### config.mk
export PLATFORM = sky130hd
export DESIGN_NAME = periodic_irq_timer
export DESIGN_NICKNAME = d
export VERILOG_FILES = /design/src/rtl/pit_pkg.sv /design/src/rtl/pit_prescaler.sv /design/src/rtl/pit_counter.sv /design/src/rtl/pit_ctrl.sv /design/src/rtl/periodic_irq_timer.sv
export SDC_FILE = /design/constraint.sdc
export NUM_CORES = 1
export LEC_CHECK = 0
export BUFFER_PORTS_ARGS = -buffer_cell sky130_fd_sc_hd__buf_2
export CORE_ASPECT_RATIO = 0.7
export CORE_MARGIN = 3
export CORE_UTILIZATION = 59
export DETAILED_ROUTE_END_ITERATION = 10
export GPL_ROUTABILITY_DRIVEN = 0
export HOLD_SLACK_MARGIN = 0.08
export PLACE_DENSITY = 0.87
export SLEW_MARGIN = 20
export SYNTH_ARGS = -nofsm -noshare
export SYNTH_HDL_FRONTEND = slang
export SYNTH_SLANG_ARGS = --single-unit
### constraint.sdc
create_clock -name clk -period 2.7 [get_ports clk]
set_input_delay 0.54 -clock clk [delete_from_list [all_inputs] [get_ports clk]]
set_output_delay 0.54 -clock clk [all_outputs]
set_load 0.005 [all_outputs]
### src/rtl/pit_pkg.sv
package pit_pkg;

    typedef enum logic [1:0] {
        ST_IDLE = 2'd0,
        ST_RUN  = 2'd1,
        ST_HOLD = 2'd2
    } pit_state_e;

endpackage

### src/rtl/pit_prescaler.sv
module pit_prescaler #(
    parameter int BASE_DIV = 4,
    parameter int PRE_DIV  = 2048
) (
    input  logic clk,
    input  logic rst_n,
    input  logic ref_tick,
    input  logic run_en,
    input  logic clr,
    input  logic pre_en,
    output logic base_tick
);
    localparam int MAX_DIV = (PRE_DIV > BASE_DIV) ? PRE_DIV : BASE_DIV;
    localparam int DIV_W   = $clog2(MAX_DIV) + 1;
    localparam logic [DIV_W-1:0] BASE_LAST = DIV_W'(BASE_DIV - 1);
    localparam logic [DIV_W-1:0] PRE_LAST  = DIV_W'(PRE_DIV - 1);

    logic [DIV_W-1:0] div_q;
    logic [DIV_W-1:0] last;
    logic             step;
    logic             wrap;

    always_comb begin
        last = pre_en ? PRE_LAST : BASE_LAST;
        step = ref_tick && run_en && !clr;
        wrap = (div_q >= last);
        base_tick = step && wrap;
    end

    always_ff @(posedge clk or negedge rst_n) begin
        if (!rst_n) begin
            div_q <= '0;
        end else if (clr) begin
            div_q <= '0;
        end else if (step) begin
            div_q <= wrap ? '0 : div_q + 1'b1;
        end
    end

    AST_DIV_IN_RANGE: assert property (@(posedge clk) disable iff (!rst_n)
        div_q <= DIV_W'(MAX_DIV - 1)) else $error("prescale count out of range");

    AST_CLR_RESTARTS: assert property (@(posedge clk) disable iff (!rst_n)
        clr |=> div_q == '0) else $error("write did not clear prescale");

endmodule

### src/rtl/pit_counter.sv
module pit_counter #(
    parameter int PERIOD_W = 8
) (
    input  logic                clk,
    input  logic                rst_n,
    input  logic                wr_en,
    input  logic [PERIOD_W-1:0] wr_data,
    input  logic                base_tick,
    output logic                expire
);
    localparam logic [PERIOD_W-1:0] ONE = PERIOD_W'(1);

    logic [PERIOD_W-1:0] per_q;
    logic [PERIOD_W-1:0] cnt_q;

    always_comb begin
        expire = base_tick && !wr_en && (cnt_q == ONE);
    end

    always_ff @(posedge clk or negedge rst_n) begin
        if (!rst_n) begin
            per_q <= '0;
            cnt_q <= '0;
        end else if (wr_en) begin
            per_q <= wr_data;
            cnt_q <= wr_data;
        end else if (base_tick) begin
            cnt_q <= expire ? per_q : cnt_q - 1'b1;
        end
    end

    AST_RELOAD_ON_EXPIRE: assert property (@(posedge clk) disable iff (!rst_n)
        expire |=> cnt_q == $past(per_q)) else $error("no reload on expiry");

    AST_WRITE_LOADS: assert property (@(posedge clk) disable iff (!rst_n)
        wr_en |=> (cnt_q == $past(wr_data)) && (per_q == $past(wr_data))) else $error("write did not load");

    AST_COUNT_NOT_ABOVE_PERIOD: assert property (@(posedge clk) disable iff (!rst_n)
        cnt_q <= per_q) else $error("count above period");

endmodule

### src/rtl/pit_ctrl.sv
module pit_ctrl
    import pit_pkg::*;
(
    input  logic clk,
    input  logic rst_n,
    input  logic wr_en,
    input  logic wr_zero,
    input  logic frz_in,
    input  logic frz_gate,
    input  logic expire_i,
    input  logic irq_clr,
    output logic run_en,
    output logic running,
    output logic irq
);
    pit_state_e state_q;
    pit_state_e state_d;
    logic       frz_act;
    logic       irq_q;

    assign frz_act = frz_in && frz_gate;

    always_comb begin
        state_d = state_q;
        if (wr_en) begin
            if (wr_zero)      state_d = ST_IDLE;   // LOAD_ZERO
            else if (frz_act) state_d = ST_HOLD;   // LOAD_HOLD
            else              state_d = ST_RUN;    // LOAD_RUN
        end else begin
            unique case (state_q)
                ST_IDLE: state_d = ST_IDLE;
                ST_RUN:  if (frz_act)  state_d = ST_HOLD;  // FREEZE
                ST_HOLD: if (!frz_act) state_d = ST_RUN;   // THAW
                default: state_d = ST_IDLE;
            endcase
        end
    end

    always_ff @(posedge clk or negedge rst_n) begin
        if (!rst_n) state_q <= ST_IDLE;
        else        state_q <= state_d;
    end

    always_ff @(posedge clk or negedge rst_n) begin
        if (!rst_n) irq_q <= 1'b0;
        else        irq_q <= (irq_q && !irq_clr) || expire_i;
    end

    always_comb begin
        run_en  = (state_q == ST_RUN);
        running = (state_q == ST_RUN);
        irq     = irq_q;
    end

    AST_IDLE_SILENT: assert property (@(posedge clk) disable iff (!rst_n)
        (state_q == ST_IDLE) |-> !expire_i) else $error("expiry while idle");

    AST_HOLD_SILENT: assert property (@(posedge clk) disable iff (!rst_n)
        (state_q == ST_HOLD) |-> !expire_i) else $error("expiry while frozen");

    AST_IRQ_STICKY: assert property (@(posedge clk) disable iff (!rst_n)
        (irq_q && !irq_clr) |=> irq_q) else $error("irq dropped without clear");

    AST_EXPIRE_WINS: assert property (@(posedge clk) disable iff (!rst_n)
        expire_i |=> irq_q) else $error("expiry lost");

    AST_GATE_OFF_NO_HOLD: assert property (@(posedge clk) disable iff (!rst_n)
        (!frz_gate && !wr_en && state_q == ST_RUN) |=> state_q == ST_RUN) else $error("ungated freeze halted");

endmodule

### src/rtl/periodic_irq_timer.sv
module periodic_irq_timer #(
    parameter int PERIOD_W = 8,
    parameter int BASE_DIV = 4,
    parameter int PRE_DIV  = 2048
) (
    input  logic                clk,
    input  logic                rst_n,
    input  logic                ref_tick,
    input  logic                per_wr,
    input  logic [PERIOD_W-1:0] per_wdata,
    input  logic                pre_en,
    input  logic                frz_in,
    input  logic                frz_gate,
    input  logic                irq_clr,
    output logic                irq,
    output logic                running
);
    logic run_en;
    logic base_tick;
    logic expire;
    logic wr_zero;

    assign wr_zero = (per_wdata == '0);

    pit_prescaler #(
        .BASE_DIV (BASE_DIV),
        .PRE_DIV  (PRE_DIV)
    ) u_pre (
        .clk       (clk),
        .rst_n     (rst_n),
        .ref_tick  (ref_tick),
        .run_en    (run_en),
        .clr       (per_wr),
        .pre_en    (pre_en),
        .base_tick (base_tick)
    );

    pit_counter #(
        .PERIOD_W (PERIOD_W)
    ) u_cnt (
        .clk       (clk),
        .rst_n     (rst_n),
        .wr_en     (per_wr),
        .wr_data   (per_wdata),
        .base_tick (base_tick),
        .expire    (expire)
    );

    pit_ctrl u_ctrl (
        .clk      (clk),
        .rst_n    (rst_n),
        .wr_en    (per_wr),
        .wr_zero  (wr_zero),
        .frz_in   (frz_in),
        .frz_gate (frz_gate),
        .expire_i (expire),
        .irq_clr  (irq_clr),
        .run_en   (run_en),
        .running  (running),
        .irq      (irq)
    );

    AST_RESET_QUIET: assert property (@(posedge clk)
        !rst_n |=> (!irq && !running)) else $error("not quiet after reset");

endmodule

## Yosys cells after proc, flatten, opt, wreduce, memory -nomap -nowiden

Index checks and enable logic that the tools add are counted.

- Add/sub/neg operators: 2
- $lt $le $gt $ge: 1
- Equal/unequal tests: 5
- Mux-type cells: 13
- Reductions and logical operators: 14

Operators with widths:

| operator | count |
|---|---|
| $mux W12 | 3 |
| $mux W8 | 3 |
| $add A12 B1 Y12 const B | 1 |
| $ge A12 B12 Y1 | 1 |
| $mux W11 | 1 |
| $mux W2 | 5 |
| $eq A8 B1 Y1 const B | 1 |
| $logic_not A8 Y1 | 1 |
| $sub A8 B1 Y8 const B | 1 |
| $logic_and A1 B1 Y1 | 7 |
| $pmux W2 S2 | 1 |
| $reduce_bool A2 Y1 | 2 |
| $ne A3 B2 Y1 const B | 1 |
| $ne A3 B3 Y1 const B | 1 |
| $eq A2 B1 Y1 const B | 1 |
| $eq A2 B2 Y1 const B | 1 |
| $logic_not A1 Y1 | 2 |
| $reduce_and A2 Y1 | 1 |
| $logic_or A1 B1 Y1 | 1 |

- Flip-flop bits (word level): 31
- Input bits: 16
- Output and inout bits: 2
- Word-level logic and storage cells: 40

## Depth between registers and ports, before layout

Gate-level depths: netlist (run 1).

- Word-level depth: 9
- Gate-level depth with buffers: 9
- Mapped depth without buffers: 8

## Modules after synthesis

Synthesis (run 1) repeated with hierarchy kept, for this count alone.

- Cells, all modules: 213
- Area, all modules: 2067.0 sq um

By module, submodules not included:

| module | times used | cells an instance | area an instance (sq um) | sequential area each (sq um) |
|---|---|---|---|---|
| pit_prescaler | 1 | 114 | 1026.0 | 300.3 |
| pit_counter | 1 | 83 | 869.6 | 400.4 |
| pit_ctrl | 1 | 13 | 152.6 | 75.1 |
| periodic_irq_timer | 1 | 3 | 18.8 | 0.0 |

## Worst setup path after synthesis (run 1)

No wires, ideal clock.

- Path type: input -> register
- From: input port pre_en
- To: register u_pre.div_q[4]
- Library setup time: 0.078 ns
- Arrival: 2.245 ns
- Data required time: 2.622 ns
- Setup slack: 0.377 ns
- Stages: 9
- Buffers on the path: 1
- Cells stage by stage: inv_1 > ha_1 > a21oi_2 > o21ai_1 > o2111a_2 > or3b_4 > buf_6 > o21ai_2 > o2bb2ai_1

- Cells in the longest elaborated chain, start to end: 5

RTL lines:

| element | line | text |
|---|---|---|
| start: declaration | periodic_irq_timer.sv:11 | `input logic pre_en,` |
| $mux W11 | pit_prescaler.sv:24 | `last = pre_en ? PRE_LAST : BASE_LAST;` |
| $ge A12 B12 Y1 | pit_prescaler.sv:26 | `wrap = (div_q >= last);` |
| $mux W12 | pit_prescaler.sv:36 | `div_q <= wrap ? '0 : div_q + 1'b1;` |
| $mux W12 | pit_prescaler.sv:35 | `end else if (step) begin` |
| $mux W12 | pit_prescaler.sv:33 | `end else if (clr) begin` |
| end signal: assignment | pit_prescaler.sv:36 |  |
| end: declaration | pit_prescaler.sv:18 | `logic [DIV_W-1:0] div_q;` |

Every way passes these cells. The select of a mux whose other input is x is not followed.
A chain may end at the register's enable or synchronous reset.

## Final worst setup path (run 1)

- From: input port pre_en
- To: register u_cnt.cnt_q[7]

- Cells in the longest elaborated chain, start to end: 8
- Elaborated cells on any way between the ends: 9
- Classes of those cells: order compare: 1; mux: 4; reduce/logical: 4

RTL lines:

| element | line | text |
|---|---|---|
| $mux W11 (*) | pit_prescaler.sv:24 |  |
| $ge A12 B12 Y1 (*) | pit_prescaler.sv:26 |  |
| $logic_and A1 B1 Y1 (*) | pit_prescaler.sv:27 | `base_tick = step && wrap;` |
| $logic_and A1 B1 Y1 (2 in a row) | pit_counter.sv:17 | `expire = base_tick && !wr_en && (cnt_q == ONE);` |
| $mux W8 | pit_counter.sv:28 | `cnt_q <= expire ? per_q : cnt_q - 1'b1;` |
| $mux W8 | pit_counter.sv:27 | `end else if (base_tick) begin` |
| $mux W8 | pit_counter.sv:24 | `end else if (wr_en) begin` |
| end signal: assignment | pit_counter.sv:26 | `cnt_q <= wr_data;` |
| end signal: assignment | pit_counter.sv:28 |  |
| end: declaration | pit_counter.sv:14 | `logic [PERIOD_W-1:0] cnt_q;` |

Mark *: on every way between the ends. The rest lies on a longest branch, timed or not. The select of a mux whose other input is x is not followed.

==> impl_metrics.toml, run 1 <==
[die]
core_area_sq_um = 2940
start_util_pct = 64.8
fp.dieW_microns = 74.0
die_h_microns = 53.6
fp-row-count = 16
die_area_sq_um = 3960
ios = 18

[placed_design]
place_ws_ns = -0.130
dp_hpwl_microns = 3250
portBuffers = 17

[setup_path]
arrival_ns = 2.69
path_cells = "buf_2 -> clkinvlp_4 -> ha_1 -> a21oi_2 -> o21ai_1 -> o2111a_2 -> o21a_2 -> a21boi_0 -> o311ai_0"
start_kind = "input port"
max_stage_delay_ns = 0.47
worstPathBufferInverterCount = 2
cp-end-kind = "register"
reg2reg_slack_ns = 0.28
cp.required_ns = 2.83
cp_top_family = "compound AO/OA/AOI/OAI gates"
critPathMaxFanout = 15
cp_slowest_cell = "o311ai_0"
critPathKind = "input port to register"

[synthesis]
synth_xor_area_share_pct = 1.38
synth-async-reset-ratio_pct = 100
ys_seq_area_share_pct = 40.7
synth_top_family_by_area = "simple AND/OR/NAND/NOR gates"
post-synth-top-count-cell = "dfrtp_1"
synth-simple-area-share_pct = 21.2
muxShareOfSynthArea_pct = 2.69
synth_compound_area_share_pct = 21.0
synth_commonest_cells = "dfrtp_1, nand2_1, o21ai_0, inv_1, ha_1"
avgSynthCellArea_sq_um = 9.54
syn_area_sq_um = 1910
synth-adder-area-share_pct = 7.87
synth_edf_count = 0
syn_nets = 228
synth_ff_type = "dfrtp_1"
synth_top_area_share_pct = 40.7
synth_warnings = 0
synth_top_area_cell = "dfrtp_1"
synth.area.top_cells = "dfrtp_1, ha_1, o21ai_0"
synth.distinct_cells = 48
postSynthCellCount = 200
ys_ff_latch = 31

[grt]
antenna_found_initial = 0
grt_pass1_wl_microns = 7490
grt_overflow = 0
globalRouteTotalUtil_pct = 25.8
grt_pass1_vias = 1536
globalRouteMet1Util_pct = 35.9
use_met2_pct = 39.3
grt.busiest_layer = "met2"
grt_max_degree = 36
met3_usage_pct = 5.78

[layout]
n_antenna_cell = 0
syn_to_final_growth_pct = 11.9
finalNetCount = 247
drive_above_1_share_pct = 19.1

[flow_run]
max_cap_viol_count = 0

[routing]
ant_nets = 0
wl_per_cell_microns = 17.2
drt_wl_total_microns = 4400
via_per_inst = 6.55
drc = 0
first_pass_iters = 7
dr.first_iter.drc_count = 177
vias = 1677

[clock_tree]
post-cts-setup-buffers = 0
cts_tree = "yes"
clock_path_buffers = 2
h-tree-depth = 2
clk_pin_slew_ns = 0.07
cts_buffers = 5
clk_latency_ns = 0.29
clock_sinks = 31
cts_root_buf = "clkbuf_8"

[timing]
max_freq_ghz = 0.390
slew_headroom_pct = 54.3
finalHoldViolations = 0
skew_ns = 0.00787
period_share_pct = 94.9
period_minus_slack_ns = 2.56
rsz0062_at_grt = "false"
setup_violations = 0
worst_pin_slew_ns = 0.686
fin_ws_ns = 0.139
slew_viol_final = 0

[power_and_ir_drop]
p_per_area_nw_per_um2 = 538
switchingPower_uw = 299
swShare_pct = 26.1
p_seq_share_pct = 45.2
power_frac_clock_pct = 41.7
power.leakage_uw = 0.00105
power_uw = 1150
cellInternalPower_uw = 849
ir_drop_uv = 409
combinationalPowerShare_pct = 13.1

[worst_hold_path]
hp-class = "input port to async pin"

[run_status]
status = "completed"
## routing by layer
metal  share of wire [%]  vias to the layer above
li1                    -                      779
met2                  43                       93
met5                   0                        -
met3                 9.6                       13
met4                 2.3                        0
met1                  45                      792
## power groups by stage
stage	clock network, uW	registers [uW]	logic (uW)
global placement	0	522	138
detailed placement	0	526	148
CTS	483	518	149
floorplan	0	516	103
global route	504	522	171
finish	478	519	151
## kinds of logic after synthesis
| kind of cell | after synthesis |
|---|---|
| adder cells (fa/ha/maj) | 12 |
| multiplexers | 5 |
| buffers and inverters | 21 |
| AO/OA/AOI/OAI | 60 |
| flip-flops | 31 |
| AND/OR/NAND/NOR | 68 |
| XOR/XNOR | 3 |
## stage by stage
stage / cells / hold WS (ns) / cell area (sq um) / setup TNS (ns) / util, %
2_1_floorplan: 200 / 0.244 / 1910 / 0 / -
3_3_place_gp: 248 / 0.481 / 2010 / 0 / 68.4
3_5_place_dp: 248 / 0.507 / 2010 / -0.130 / 68.4
4_1_cts: 256 / 0.313 / 2130 / 0 / 72.4
5_1_grt: 256 / 0.344 / 2130 / 0 / 72.5
6_report: 256 / 0.286 / 2130 / 0 / 72.5
## state kept, by name (all words and copies together), names as in the netlist
| signal | cells |
|---|---|
| u_ctrl.irq | 1 |
| u_pre.div_q | 12 |
| u_cnt.per_q | 8 |
| u_cnt.cnt_q | 8 |
| u_ctrl.state_q | 2 |
## layout by cell type, fill, tap and decap left out, drive strengths merged, types with 4 or more instances in the layout
cell / n
nand3: 8
nor3: 6
mux2i: 4
buf: 20
nand2b: 5
a21o: 7
nor3b: 7
clkbuf: 6
nand2: 19
a21oi: 10
dfrtp: 31
o21ai: 20
inv: 12
nor2: 4
and3: 9
ha: 12
## final cells by class
class / count / area (sq um)
Clock inverter: 2 / 35.0
Fill cell: 213 / 808
Multi-Input combinational cell: 148 / 1040
Inverter: 13 / 52.6
Clock buffer: 6 / 82.6
Tap cell: 36 / 45.0
Timing Repair Buffer: 20 / 108
Sequential cell: 31 / 776
## timing repair
action / CTS / global route
hold buffers: 0 / 0
endpoints found under the setup margin: 0 / 1
gates resized for setup: 0 / 2
## path summary, 6_finish.rpt
check / depth (start not counted) / from / endpoint
worst max-delay path: 9 / pre_en / u_cnt.cnt_q[7]$_DFFE_PN0P_
max in group asynchronous: 1 / rst_n / u_cnt.per_q[4]$_DFFE_PN0P_
worst max register to register: 6 / u_pre.div_q[10]$_DFFE_PN0P_ / u_cnt.cnt_q[7]$_DFFE_PN0P_
worst min register to register: 2 / u_cnt.per_q[6]$_DFFE_PN0P_ / u_cnt.per_q[6]$_DFFE_PN0P_
min in group clk: 2 / irq_clr / u_ctrl.irq$_DFF_PN0_
worst min-delay path: 1 / rst_n / u_pre.div_q[11]$_DFFE_PN0P_
(Power assumes the default switching activity.)
==> inputs of run 2 (changes only) <==
--- a/config.mk
+++ b/config.mk
@@ -5,6 +5,7 @@
 export SDC_FILE = /design/constraint.sdc
 export NUM_CORES = 1
 export LEC_CHECK = 0
+export ABC_AREA = 1
 export BUFFER_PORTS_ARGS = -buffer_cell sky130_fd_sc_hd__buf_2
 export CORE_ASPECT_RATIO = 0.7
 export CORE_MARGIN = 3
==> impl_metrics.toml, run 2 <==
[synthesis]
synth_warnings = 0
avgSynthCellArea_sq_um = 7.93
synth.distinct_cells = 30
post-synth-top-count-cell = "nand2_1"
ys_ff_latch = 31
ys_seq_area_share_pct = 38.8
synth.area.top_cells = "dfrtp_1, nand2_1, ha_1"
synth_edf_count = 0
postSynthCellCount = 252
synth_commonest_cells = "nand2_1, inv_1, dfrtp_1, nor2_1, nand3_1"
synth_top_area_share_pct = 38.8
syn_area_sq_um = 2000
syn_nets = 280
synth_top_area_cell = "dfrtp_1"
synth-async-reset-ratio_pct = 100
synth_ff_type = "dfrtp_1"

[timing]
worst_pin_slew_ns = 0.679
slew_headroom_pct = 54.8
period_minus_slack_ns = 2.10
setup_violations = 0
period_share_pct = 77.8
rsz0062_at_grt = "false"
finalHoldViolations = 0
setup_tns_ns = 0
skew_ns = 0.00750
finalHoldWorstSlack_ns = 0.283
max_freq_ghz = 0.476
slew_viol_final = 0

[layout]
n_antenna_cell = 0
final_common_cell = "nand2_1"
final_cell_mix = "nand2_1, inv_1, dfrtp_1, nor2_1, buf_2"
syn_to_final_growth_pct = 9.82
drive_above_1_share_pct = 18.3
finalNetCount = 300
reg_top3 = "u_pre.div_q (12), u_cnt.cnt_q (8), u_cnt.per_q (8)"
regMostFlops = "u_pre.div_q"
final_util_pct = 68.8
fillerInstances = 268
largest_register_ffs = 12

[clock_tree]
post-cts-setup-buffers = 0
clk_pin_slew_ns = 0.07
cts_resized = 0
clk_latency_ns = 0.29
cts_tree = "yes"
h-tree-depth = 2
ctsHoldBuffers = 0
cts_buffers = 5
clock_path_buffers = 2
cts_root_buf = "clkbuf_8"
clock_sinks = 31

[placed_design]
dp_hpwl_microns = 2980
portBuffers = 17

[routing]
via_per_inst = 5.43
dr.first_iter.drc_count = 129
first_pass_iters = 4
drt_wl_total_microns = 3960
wl_per_cell_microns = 12.7
vias = 1690
ant_nets = 0
drc = 0

[grt]
grt_overflow = 0
globalRouteMet1Util_pct = 30.2
antenna_found_initial = 0
grt.busiest_layer = "met1"
met3_usage_pct = 5.87
grt_pass1_vias = 1419
use_met2_pct = 29.4
grt_max_degree = 32
globalRouteTotalUtil_pct = 21.5
grt_pass1_wl_microns = 6340

[power_and_ir_drop]
ir_drop_uv = 299
power_uw = 1100
power.leakage_uw = 0.00112
p_per_area_nw_per_um2 = 501

[setup_path]
cp-end-kind = "register"
start_kind = "input port"
critPathKind = "input port to register"
arrival_ns = 2.31
cp.required_ns = 2.90
critPathMaxFanout = 11

[die]
die_area_sq_um = 4130
die_h_microns = 54.7
core_area_sq_um = 3190
fp-row-count = 17
start_util_pct = 62.7
ios = 18
fp.dieW_microns = 75.6

[run_status]
status = "completed"

[flow_run]
max_cap_viol_count = 0

[worst_hold_path]
hp-class = "input port to async pin"
run 2: per-stage QoR:
step	area [sq um]	std cells	setup slack (ns)
3_3_place_gp	2110	303	0.394
3_5_place_dp	2110	303	0.322
5_1_grt	2200	311	0.388
4_1_cts	2200	311	0.640
6_report	2200	311	0.598
2_1_floorplan	2000	252	0.729
run 2: logic make-up (layout without fill, tap and decap cells):
| kind of cell | Yosys count | in the layout | synth area share [%] |
|---|---|---|---|
| AO/OA/AOI/OAI | 29 | 29 | 8.70 |
| XOR/XNOR | 12 | 12 | 5.26 |
| flip-flops | 31 | 31 | 38.8 |
| AND/OR/NAND/NOR | 128 | 128 | 31.3 |
| multiplexers | 1 | 1 | 0.501 |
| buffers and inverters | 39 | 60 | 7.95 |
| adder cells (fa/ha/maj) | 12 | 12 | 7.51 |
run 2: area by class of cell:
type                    instances  area, sq um  share of cell area (%)
clock buffers                   5         68.8                    3.13
clock inverters                 3         20.0                   0.912
inverters                      35          134                    6.10
multi-input cells             182         1060                    48.5
flip-flops and latches         31          776                    35.3
well taps                      38         47.5                    2.17
repair buffers                 17         85.1                    3.87
run 2: metal layers:
layer / share of wire, % / wire length [microns]
met1: 50 / 1990
met2: 39 / 1550
met5: 0 / 0
met3: 8.3 / 329
met4: 2.1 / 84
run 2: final timing paths:
check | startpoint | endpoint | slack, ns | depth (start not counted)
min in group clk | irq_clr | u_ctrl.irq$_DFF_PN0_ | 0.42 | 2
hold reg to reg | u_cnt.per_q[4]$_DFFE_PN0P_ | u_cnt.per_q[4]$_DFFE_PN0P_ | 0.47 | 2
max in group asynchronous | rst_n | u_pre.div_q[6]$_DFFE_PN0P_ | 1.98 | 1
setup reg to reg | u_pre.div_q[5]$_DFFE_PN0P_ | u_pre.div_q[9]$_DFFE_PN0P_ | 0.71 | 9
setup / recovery | pre_en | u_pre.div_q[9]$_DFFE_PN0P_ | 0.60 | 11
hold / removal | rst_n | u_ctrl.irq$_DFF_PN0_ | 0.28 | 1
run 2: power by group:
part / internal, uW / switching [uW] / leakage, uW
clock: 179 / 185 / 0.0000402
combinational: 80.9 / 127 / 0.000676
sequential: 498 / 29.4 / 0.000400
run 2: critical path, stage by stage:
cell and delay, ns:
buf_2 0.09, inv_1 0.22, ha_1 0.31, nand2_1 0.09, nand2_1 0.05, nand2_1 0.06, nand2_1 0.05, nand2_1 0.09
nand4_1 0.40, nand3b_1 0.32, o21ai_0 0.10
